$ cat config.mk
export PLATFORM = sky130hd
export DESIGN_NAME = muldiv_acc
export DESIGN_NICKNAME = d
export VERILOG_FILES = /design/src/rtl/muldiv_acc.sv
export SDC_FILE = /design/constraint.sdc
export NUM_CORES = 2
export LEC_CHECK = 0
export ABC_AREA = 0
export BUFFER_PORTS_ARGS = -buffer_cell sky130_fd_sc_hd__buf_2
export CELL_PAD_IN_SITES_DETAIL_PLACEMENT = 1
export CELL_PAD_IN_SITES_GLOBAL_PLACEMENT = 1
export CORE_MARGIN = 8
export CORE_UTILIZATION = 50
export CTS_BUF_LIST = sky130_fd_sc_hd__clkbuf_2
export CTS_CLUSTER_DIAMETER = 30
export DETAILED_ROUTE_END_ITERATION = 16
export PLACE_DENSITY_LB_ADDON = 0.08
export RECOVER_POWER = 25
export SLEW_MARGIN = 20
export SYNTH_ARGS = -nofsm -noshare
export SYNTH_HDL_FRONTEND = slang
export SYNTH_SLANG_ARGS = --single-unit
$ cat constraint.sdc
create_clock -name clk -period 8.3 [get_ports clk]
set_input_delay 1.66 -clock clk [delete_from_list [all_inputs] [get_ports clk]]
set_output_delay 1.66 -clock clk [all_outputs]
set_load 0.02 [all_outputs]
$ cat src/rtl/muldiv_acc.sv
module muldiv_acc #(
  parameter int XLEN = 32
) (
  input  logic            clk,
  input  logic            rst_n,
  input  logic            op_valid,
  input  logic            op_space,
  input  logic [5:0]      op_func,
  input  logic [XLEN-1:0] op_a,
  input  logic [XLEN-1:0] op_b,
  output logic            busy,
  output logic            res_valid,
  output logic [XLEN-1:0] res_data
);
  localparam int DW = 2 * XLEN;
  localparam int CW = $clog2(XLEN);
  localparam logic [CW-1:0] LAST = CW'(XLEN - 1);

  localparam logic [5:0] F_MFHI  = 6'h10;
  localparam logic [5:0] F_MTHI  = 6'h11;
  localparam logic [5:0] F_MFLO  = 6'h12;
  localparam logic [5:0] F_MTLO  = 6'h13;
  localparam logic [5:0] F_MULT  = 6'h18;
  localparam logic [5:0] F_MULTU = 6'h19;
  localparam logic [5:0] F_DIV   = 6'h1A;
  localparam logic [5:0] F_DIVU  = 6'h1B;
  localparam logic [5:0] F_MADD  = 6'h00;
  localparam logic [5:0] F_MADDU = 6'h01;
  localparam logic [5:0] F_MUL3  = 6'h02;
  localparam logic [5:0] F_MSUB  = 6'h04;
  localparam logic [5:0] F_MSUBU = 6'h05;

  logic [XLEN-1:0] hi_q, lo_q;
  logic            div_q;
  logic [CW-1:0]   cnt_q;
  logic [XLEN-1:0] rem_q, quo_q, dvs_q;
  logic            negq_q, negr_q;
  logic            pend_q, pend_hi_q;

  assign busy = div_q | pend_q;

  wire take = op_valid & ~busy;
  wire sp1  = ~op_space;
  wire sp2  = op_space;

  wire d_mfhi  = sp1 & (op_func == F_MFHI);
  wire d_mflo  = sp1 & (op_func == F_MFLO);
  wire d_mthi  = sp1 & (op_func == F_MTHI);
  wire d_mtlo  = sp1 & (op_func == F_MTLO);
  wire d_rd    = d_mfhi | d_mflo;
  wire d_mulhl = sp1 & ((op_func == F_MULT) | (op_func == F_MULTU));
  wire d_div   = sp1 & ((op_func == F_DIV) | (op_func == F_DIVU));
  wire d_add   = sp2 & ((op_func == F_MADD) | (op_func == F_MADDU));
  wire d_sub   = sp2 & ((op_func == F_MSUB) | (op_func == F_MSUBU));
  wire d_mul3  = sp2 & (op_func == F_MUL3);

  // every signed variant in both spaces has an even function code
  wire sgn = ~op_func[0];

  wire [DW-1:0] ext_a = sgn ? {{XLEN{op_a[XLEN-1]}}, op_a} : {{XLEN{1'b0}}, op_a};
  wire [DW-1:0] ext_b = sgn ? {{XLEN{op_b[XLEN-1]}}, op_b} : {{XLEN{1'b0}}, op_b};
  wire [DW-1:0] prod  = ext_a * ext_b;
  wire [DW-1:0] acc   = {hi_q, lo_q};
  wire [DW-1:0] acc_add = acc + prod;
  wire [DW-1:0] acc_sub = acc - prod;

  wire            a_neg = sgn & op_a[XLEN-1];
  wire            b_neg = sgn & op_b[XLEN-1];
  wire [XLEN-1:0] mag_a = a_neg ? -op_a : op_a;
  wire [XLEN-1:0] mag_b = b_neg ? -op_b : op_b;
  wire            b_zero = (op_b == '0);

  wire [XLEN:0]   shifted = {rem_q, quo_q[XLEN-1]};
  wire [XLEN:0]   trial   = shifted - {1'b0, dvs_q};
  wire            fit     = ~trial[XLEN];
  wire [XLEN-1:0] rem_n   = fit ? trial[XLEN-1:0] : shifted[XLEN-1:0];
  wire [XLEN-1:0] quo_n   = {quo_q[XLEN-2:0], fit};
  wire            div_last = div_q & (cnt_q == LAST);
  wire [XLEN-1:0] q_out   = negq_q ? -quo_n : quo_n;
  wire [XLEN-1:0] r_out   = negr_q ? -rem_n : rem_n;

  always_ff @(posedge clk or negedge rst_n) begin
    if (!rst_n) begin
      hi_q      <= '0;
      lo_q      <= '0;
      div_q     <= 1'b0;
      cnt_q     <= '0;
      rem_q     <= '0;
      quo_q     <= '0;
      dvs_q     <= '0;
      negq_q    <= 1'b0;
      negr_q    <= 1'b0;
      pend_q    <= 1'b0;
      pend_hi_q <= 1'b0;
      res_valid <= 1'b0;
      res_data  <= '0;
    end else begin
      res_valid <= 1'b0;
      if (div_q) begin
        cnt_q <= cnt_q + 1'b1;
        rem_q <= rem_n;
        quo_q <= quo_n;
        if (div_last) begin
          div_q <= 1'b0;
          hi_q  <= r_out;
          lo_q  <= q_out;
        end
      end
      if (op_valid && div_q && d_rd && !pend_q) begin
        pend_q    <= 1'b1;
        pend_hi_q <= d_mfhi;
      end
      if (pend_q && !div_q) begin
        pend_q    <= 1'b0;
        res_valid <= 1'b1;
        res_data  <= pend_hi_q ? hi_q : lo_q;
      end
      if (take) begin
        if (d_rd) begin
          res_valid <= 1'b1;
          res_data  <= d_mfhi ? hi_q : lo_q;
        end
        if (d_mthi) hi_q <= op_a;
        if (d_mtlo) lo_q <= op_a;
        if (d_mulhl) {hi_q, lo_q} <= prod;
        if (d_add)   {hi_q, lo_q} <= acc_add;
        if (d_sub)   {hi_q, lo_q} <= acc_sub;
        if (d_mul3) begin
          res_valid <= 1'b1;
          res_data  <= prod[XLEN-1:0];
        end
        if (d_div && !b_zero) begin
          div_q  <= 1'b1;
          cnt_q  <= '0;
          rem_q  <= '0;
          quo_q  <= mag_a;
          dvs_q  <= mag_b;
          negq_q <= a_neg ^ b_neg;
          negr_q <= a_neg;
        end
      end
    end
  end


  div_start_chk: assert property (@(posedge clk) disable iff (!rst_n)
    (take && d_div && !b_zero) |=> (busy && !res_valid));


  zero_div_chk: assert property (@(posedge clk) disable iff (!rst_n)
    (take && d_div && b_zero) |=> (!busy && $stable(hi_q) && $stable(lo_q)));


  mul_keep_chk: assert property (@(posedge clk) disable iff (!rst_n)
    (take && d_mul3) |=> (res_valid && $stable(hi_q) && $stable(lo_q)));


  div_hold_chk: assert property (@(posedge clk) disable iff (!rst_n)
    (div_q && !div_last) |=> (busy && $stable(hi_q) && $stable(lo_q)));


  pend_ans_chk: assert property (@(posedge clk) disable iff (!rst_n)
    (pend_q && !div_q) |=> (res_valid && !pend_q));

endmodule

* Word level (Yosys, flattened, before mapping)
Cells that the tools add are included.
** Storage, ports and cells
- Register bits after elaboration :: 203
- Input bits :: 74
- Output and inout bits :: 34
- Logic and storage cells :: 117
** Cells by class
- Add/subtract/negate cells :: 8
- Multipliers :: 1
- Equality and inequality tests :: 13
- Muxes and demuxes :: 46
- Bitwise operators :: 24
- Reduce and logical (&&, ||, !) cells :: 12
** Operators by type and width (count)
- 2-to-1 mux 32 bit :: 31
- 2-to-1 mux 64 bit :: 2
- negator 32 bit :: 4
- adder 64 bit :: 1
- multiplier 64 x 64 -> 64 bit :: 1
- subtractor 64 bit :: 1
- == test 6 x 5 -> 1 bit (second input constant) :: 8
- subtractor 33 x 32 -> 33 bit :: 1
- logical NOT 32 bit :: 1
- 2-to-1 mux 5 bit :: 3
- AND 1 bit :: 13
- == test 6 x 3 -> 1 bit (second input constant) :: 2
- 2-to-1 mux 1 bit :: 10
- == test 6 x 1 -> 1 bit (second input constant) :: 1
- == test 6 x 2 -> 1 bit (second input constant) :: 1
- logical NOT 6 bit :: 1
- OR 1 bit :: 6
- adder 5 x 1 -> 5 bit (second input constant) :: 1
- == test 5 bit (second input constant) :: 1
- logical AND 1 bit :: 5
- NOT 1 bit :: 4
- logical NOT 1 bit :: 3
- AND reduction 2 bit :: 1
- nonzero test 2 bit :: 1
- XOR 1 bit :: 1

* Depth between registers and ports, before layout
- Depth in word-level cells :: 11
- Depth in mapped cells :: 53
- Mapped depth without buffers :: 47

* Least setup slack after synthesis
No wires, ideal clock.
- Path type :: in2reg
- Start point :: in op_a[31]
- End point :: reg hi_q[25]
- Library setup time :: 0.122 ns
- Data arrival time :: 12.212 ns
- Slack :: -4.034 ns
- Cell stages on the path :: 44
- Path buffers :: 5
- Cell sequence :: nor2b_1 > clkbuf_1 > clkbuf_1 > clkbuf_1 > nand2_1 > fa_1 > inv_1 > fa_1 > fa_1 > fa_1 > fa_1 > inv_1 > fa_1 > inv_1 > fa_1 > fa_1 > fa_1 > inv_1 > (+8 left out) > a2111oi_2 > o21ai_0 > xor2_1 > ha_1 > clkbuf_1 > nand2_1 > o21ai_0 > o21ai_0 > o21ai_0 > nor3b_1 > a211oi_1 > o31ai_1 > a21oi_1 > or3_1 > o21bai_1 > xnor2_1 > a21oi_1 > a32o_1
** On the way
- Word-level cells in the longest chain between the ends :: 6
- Elaborated cells between the ends (all ways) :: 8
- Classes of those cells :: add/sub (2); mul (1); mux (5)
** Ends and longest elaborated chain
- start: declaration :: line 9 : input logic [XLEN-1:0] op_a,
- 2-to-1 mux 64 bit (*) :: line 60 : wire [DW-1:0] ext_a = sgn ? {{XLEN{op_a[XLEN-1]}}, op_a} : {{XLEN{1'b0}}, op_a};
- multiplier 64 x 64 -> 64 bit (*) :: line 62 : wire [DW-1:0] prod = ext_a * ext_b;
- adder 64 bit / 2-to-1 mux 32 bit (equally long branches) :: line 64, 125
- 2-to-1 mux 32 bit :: line 126 : if (d_add) {hi_q, lo_q} <= acc_add;
- 2-to-1 mux 32 bit (*) :: line 127 : if (d_sub) {hi_q, lo_q} <= acc_sub;
- 2-to-1 mux 32 bit (*) :: line 118 : if (take) begin
- end signal: assignment :: line 123 : if (d_mthi) hi_q <= op_a;
- end signal: assignment :: line 125 : if (d_mulhl) {hi_q, lo_q} <= prod;
- end signal: assignment :: line 127
- end: declaration :: line 33 : logic [XLEN-1:0] hi_q, lo_q;
Every way passes the cells marked *; elsewhere a longest branch is shown, timed or not.
A chain may end at the register's enable or synchronous reset.

* Worst setup path after layout
- Start point :: in op_a[12]
- End point :: reg hi_q[19]
The elaborated chain is that of the path after synthesis.

==> results.py <==
metrics = {
    "floorplanning": {
        "die_height_um": 395,
        "core_sq_um": 143000,
        "start_util": 0.501,
        "die_width_um": 395,
        "rows": 139,
        "dieArea_sq_um": 156000,
        "io_pins": 108,
    },
    "synth": {
        "async_reset_ff_frac": 1.00,
        "yosysUniqueCellTypes": 101,
        "seq_area_frac_synth": 0.0709,
        "ys_seq_elements": 203,
        "synth-edff-count": 0,
        "synthCells": 8376,
        "yosys_warnings": 0,
        "postSynthAreaPerCell_sq_um": 8.56,
        "syn-num-nets": 10300,
        "netlist_area_sq_um": 71700,
        "postSynth.topFlopCell": "dfrtp_1",
    },
    "global_route": {
        "grt_overflow": 0,
        "use_met1": 0.464,
        "antenna_found_initial": 35,
        "top_usage_layer": "met2",
        "met3_usage": 0.0848,
        "track_usage": 0.409,
        "grt_max_degree": 111,
        "grtUsageMet2": 0.679,
        "grt_pass1_vias": 76600,
        "grt_pass1_wl_mm": 481,
    },
    "clocking": {
        "clockRootBuffer": "clkbuf_2",
        "cts_hold_buf": 0,
        "cts.sinks": 203,
        "cts_tree": "done",
        "clkSlewWorstSetupHoldPaths_ns": 0.09,
        "clock_latency_ns": 1.23,
        "numCtsBuffers": 66,
        "max-clock-path-buffers": 3,
        "cts_max_level": 3,
    },
    "route": {
        "routed_wl_mm": 336,
        "vias": 68800,
        "drc": 0,
        "via_per_inst": 6.04,
        "first_pass_iters": 6,
        "ant_nets": 0,
        "first_iter_violations": 5586,
        "routedWlPerCell_um": 29.5,
    },
    "critical_path": {
        "r2r_cells": 24,
        "cp_max_fo": 11,
        "slowest_stage": "fa_1",
        "r2r_start": "quo_q[31]",
        "arrival_ns": 12.41,
        "critical_path.endpoint": "hi_q[19]",
        "path_class": "input port to flop",
        "r2r-end": "hi_q[18]",
        "reg2reg_slack_ns": 1.14,
        "critPathCaptureType": "flop",
        "start_kind": "input port",
        "cpMostUsedCell": "fa_1",
        "cpPeakStageDelay_ns": 0.60,
        "worst_ep_required_time_ns": 9.37,
        "crit_path_start": "op_a[12]",
    },
    "run_status": {
        "status": "finished, violations left",
        "violations": "max-capacitance violations, max-slew violations, negative setup slack",
    },
    "timing": {
        "hold_viol_final": 0,
        "fin_skew_ns": 0.246,
        "fmax_mhz": 88.2,
        "grt_setup_unrepaired": "true",
        "fin_crit_ns": 11.34,
        "finalWorstSetupSlack_ns": -3.04,
        "timing.hold.ws_ns": 0.486,
        "finalSetupViolations": 61,
        "drv_slew": 206,
        "worstMarginPinSlew_ns": 5.50,
        "slew_headroom": -2.67,
        "fin_crit_sh": 1.37,
    },
    "finish": {
        "finalNetCount": 11400,
        "final_cell_mix": "1,643 x inv_1, 1,372 x fa_1, 1,189 x buf_4",
        "drive_gt1_frac": 0.237,
        "final_common_cell": "inv_1",
        "synthToLayoutAreaGrowth_pct": 24.6,
    },
    "placed_design": {
        "port_buffers": 107,
        "gp_congestion": 1.03,
        "dpl.hpwl_mm": 270,
    },
    "flow_run": {
        "maxCapViolCount": 2,
    },
    "min_path": {
        "hold_path_class": "flop to flop",
    },
}
==> area by class of cell <==
cell class	count	area [sq um]
Timing Repair Buffer	1468	12700
Fill cell	16600	53600
Tap cell	1903	2380
Clock buffer	81	405
Clock inverter	28	241
Sequential cell	203	5080
Multi-Input combinational cell	5976	62100
Antenna cell	26	65.1
Inverter	1708	6430
==> repair_timing <==
item | 4_1_cts | 5_1_grt
gates resized for setup | 377 | 435
buffers inserted | 53 | 56
hold endpoints to repair | 0 | 0
gates cloned | 1 | 3
setup endpoints to repair | 60 | 63
pin swaps | 145 | 193
==> kinds of logic after synthesis <==
logic type	after synthesis	share of synthesized area
muxes	101	0.0141
buffers and inverters	2197	0.115
AOI/OAI and AO/OA	1377	0.124
and+or+nand+nor	2267	0.153
DFF	203	0.0709
xor gates and xnor gates	332	0.0408
adders and majority gates	1899	0.482
==> metal layers <==
layer	up-vias	share of wire	routed length [um]
met4	12	0.099	33500
met3	1575	0.089	29900
li1	28200	-	-
met5	-	0.00027	92
met1	35300	0.34	116000
met2	3711	0.47	157000
==> worst max-delay path: cells and delay by family <==
kind            cells  cell delay (ns)
xor+xnor            1             0.26
fa+ha+maj          12             5.31
simple gates        5             0.84
buf+inv             8             0.95
compound gates     14             3.36
==> metrics by stage <==
step | setup TNS [ns] | cell area (sq um) | setup WS (ns) | cells | utilization
5_1_grt | -174.24 | 89300 | -3.39 | 11400 | 0.625
6_report | -117.47 | 89300 | -3.04 | 11400 | 0.625
4_1_cts | -100.41 | 86900 | -2.78 | 11300 | 0.608
2_1_floorplan | -115.79 | 74100 | -3.20 | 8376 | -
3_3_place_gp | -205.40 | 84100 | -4.21 | 11200 | 0.588
3_5_place_dp | -215.54 | 84100 | -4.47 | 11200 | 0.588
==> cells in the mapped netlist (9+ instances only) <==
cell type / n / area share
a211o_1: 10 / 0.0012
a211oi_1: 78 / 0.0082
a21o_1: 86 / 0.0090
a21oi_1: 406 / 0.028
a221o_1: 9 / 0.0013
a221oi_1: 29 / 0.0035
a22oi_1: 24 / 0.0025
a31o_2: 12 / 0.0015
a31oi_1: 40 / 0.0035
a32oi_1: 10 / 0.0012
and2_1: 578 / 0.050
and3_1: 33 / 0.0029
buf_1: 61 / 0.0032
buf_2: 15 / 0.0010
clkbuf_1: 412 / 0.022
dfrtp_1: 203 / 0.071
fa_1: 1436 / 0.40
ha_1: 463 / 0.081
inv_1: 1705 / 0.089
mux2i_1: 101 / 0.014
nand2_1: 876 / 0.046
nand2b_1: 49 / 0.0043
nand3_1: 69 / 0.0048
nand4_1: 31 / 0.0027
nor2_1: 376 / 0.020
nor2b_1: 31 / 0.0027
nor3_1: 78 / 0.0054
nor4_1: 31 / 0.0027
o211ai_1: 38 / 0.0040
o21a_1: 35 / 0.0037
o21ai_0: 309 / 0.022
o21ai_1: 14 / 0.00098
o21bai_1: 55 / 0.0058
o221ai_1: 26 / 0.0032
o22ai_1: 33 / 0.0029
o31a_1: 11 / 0.0013
o31ai_1: 45 / 0.0047
o41ai_1: 14 / 0.0017
or2_2: 14 / 0.0012
or3_1: 39 / 0.0034
or4_1: 19 / 0.0020
xnor2_1: 217 / 0.027
xor2_1: 114 / 0.014
==> sequential cells by signal, indices dropped and copies added (netlist names) <==
signal,cells
dvs_q,32
hi_q,32
lo_q,32
quo_q,32
rem_q,32
res_data,32
cnt_q,5
div_q,1
negq_q,1
negr_q,1
pend_hi_q,1
pend_q,1
res_valid,1
==> worst min path at each step <==
stage                 to  slack [ns]  startpoint  depth (start not counted)
5_1_grt        dvs_q[28]        0.52   dvs_q[28]                          2
2_1_floorplan  dvs_q[10]        0.45   dvs_q[10]                          2
4_1_cts        dvs_q[17]        0.50   dvs_q[17]                          2
3_5_place_dp    dvs_q[1]        0.47    dvs_q[1]                          2
3_3_place_gp   dvs_q[24]        0.46   dvs_q[24]                          2
6_report       dvs_q[25]        0.49   dvs_q[25]                          2
Power is left out: the tool's default activity adds up to more than one toggle a clock period on the data nets, which glitch-free logic cannot reach.
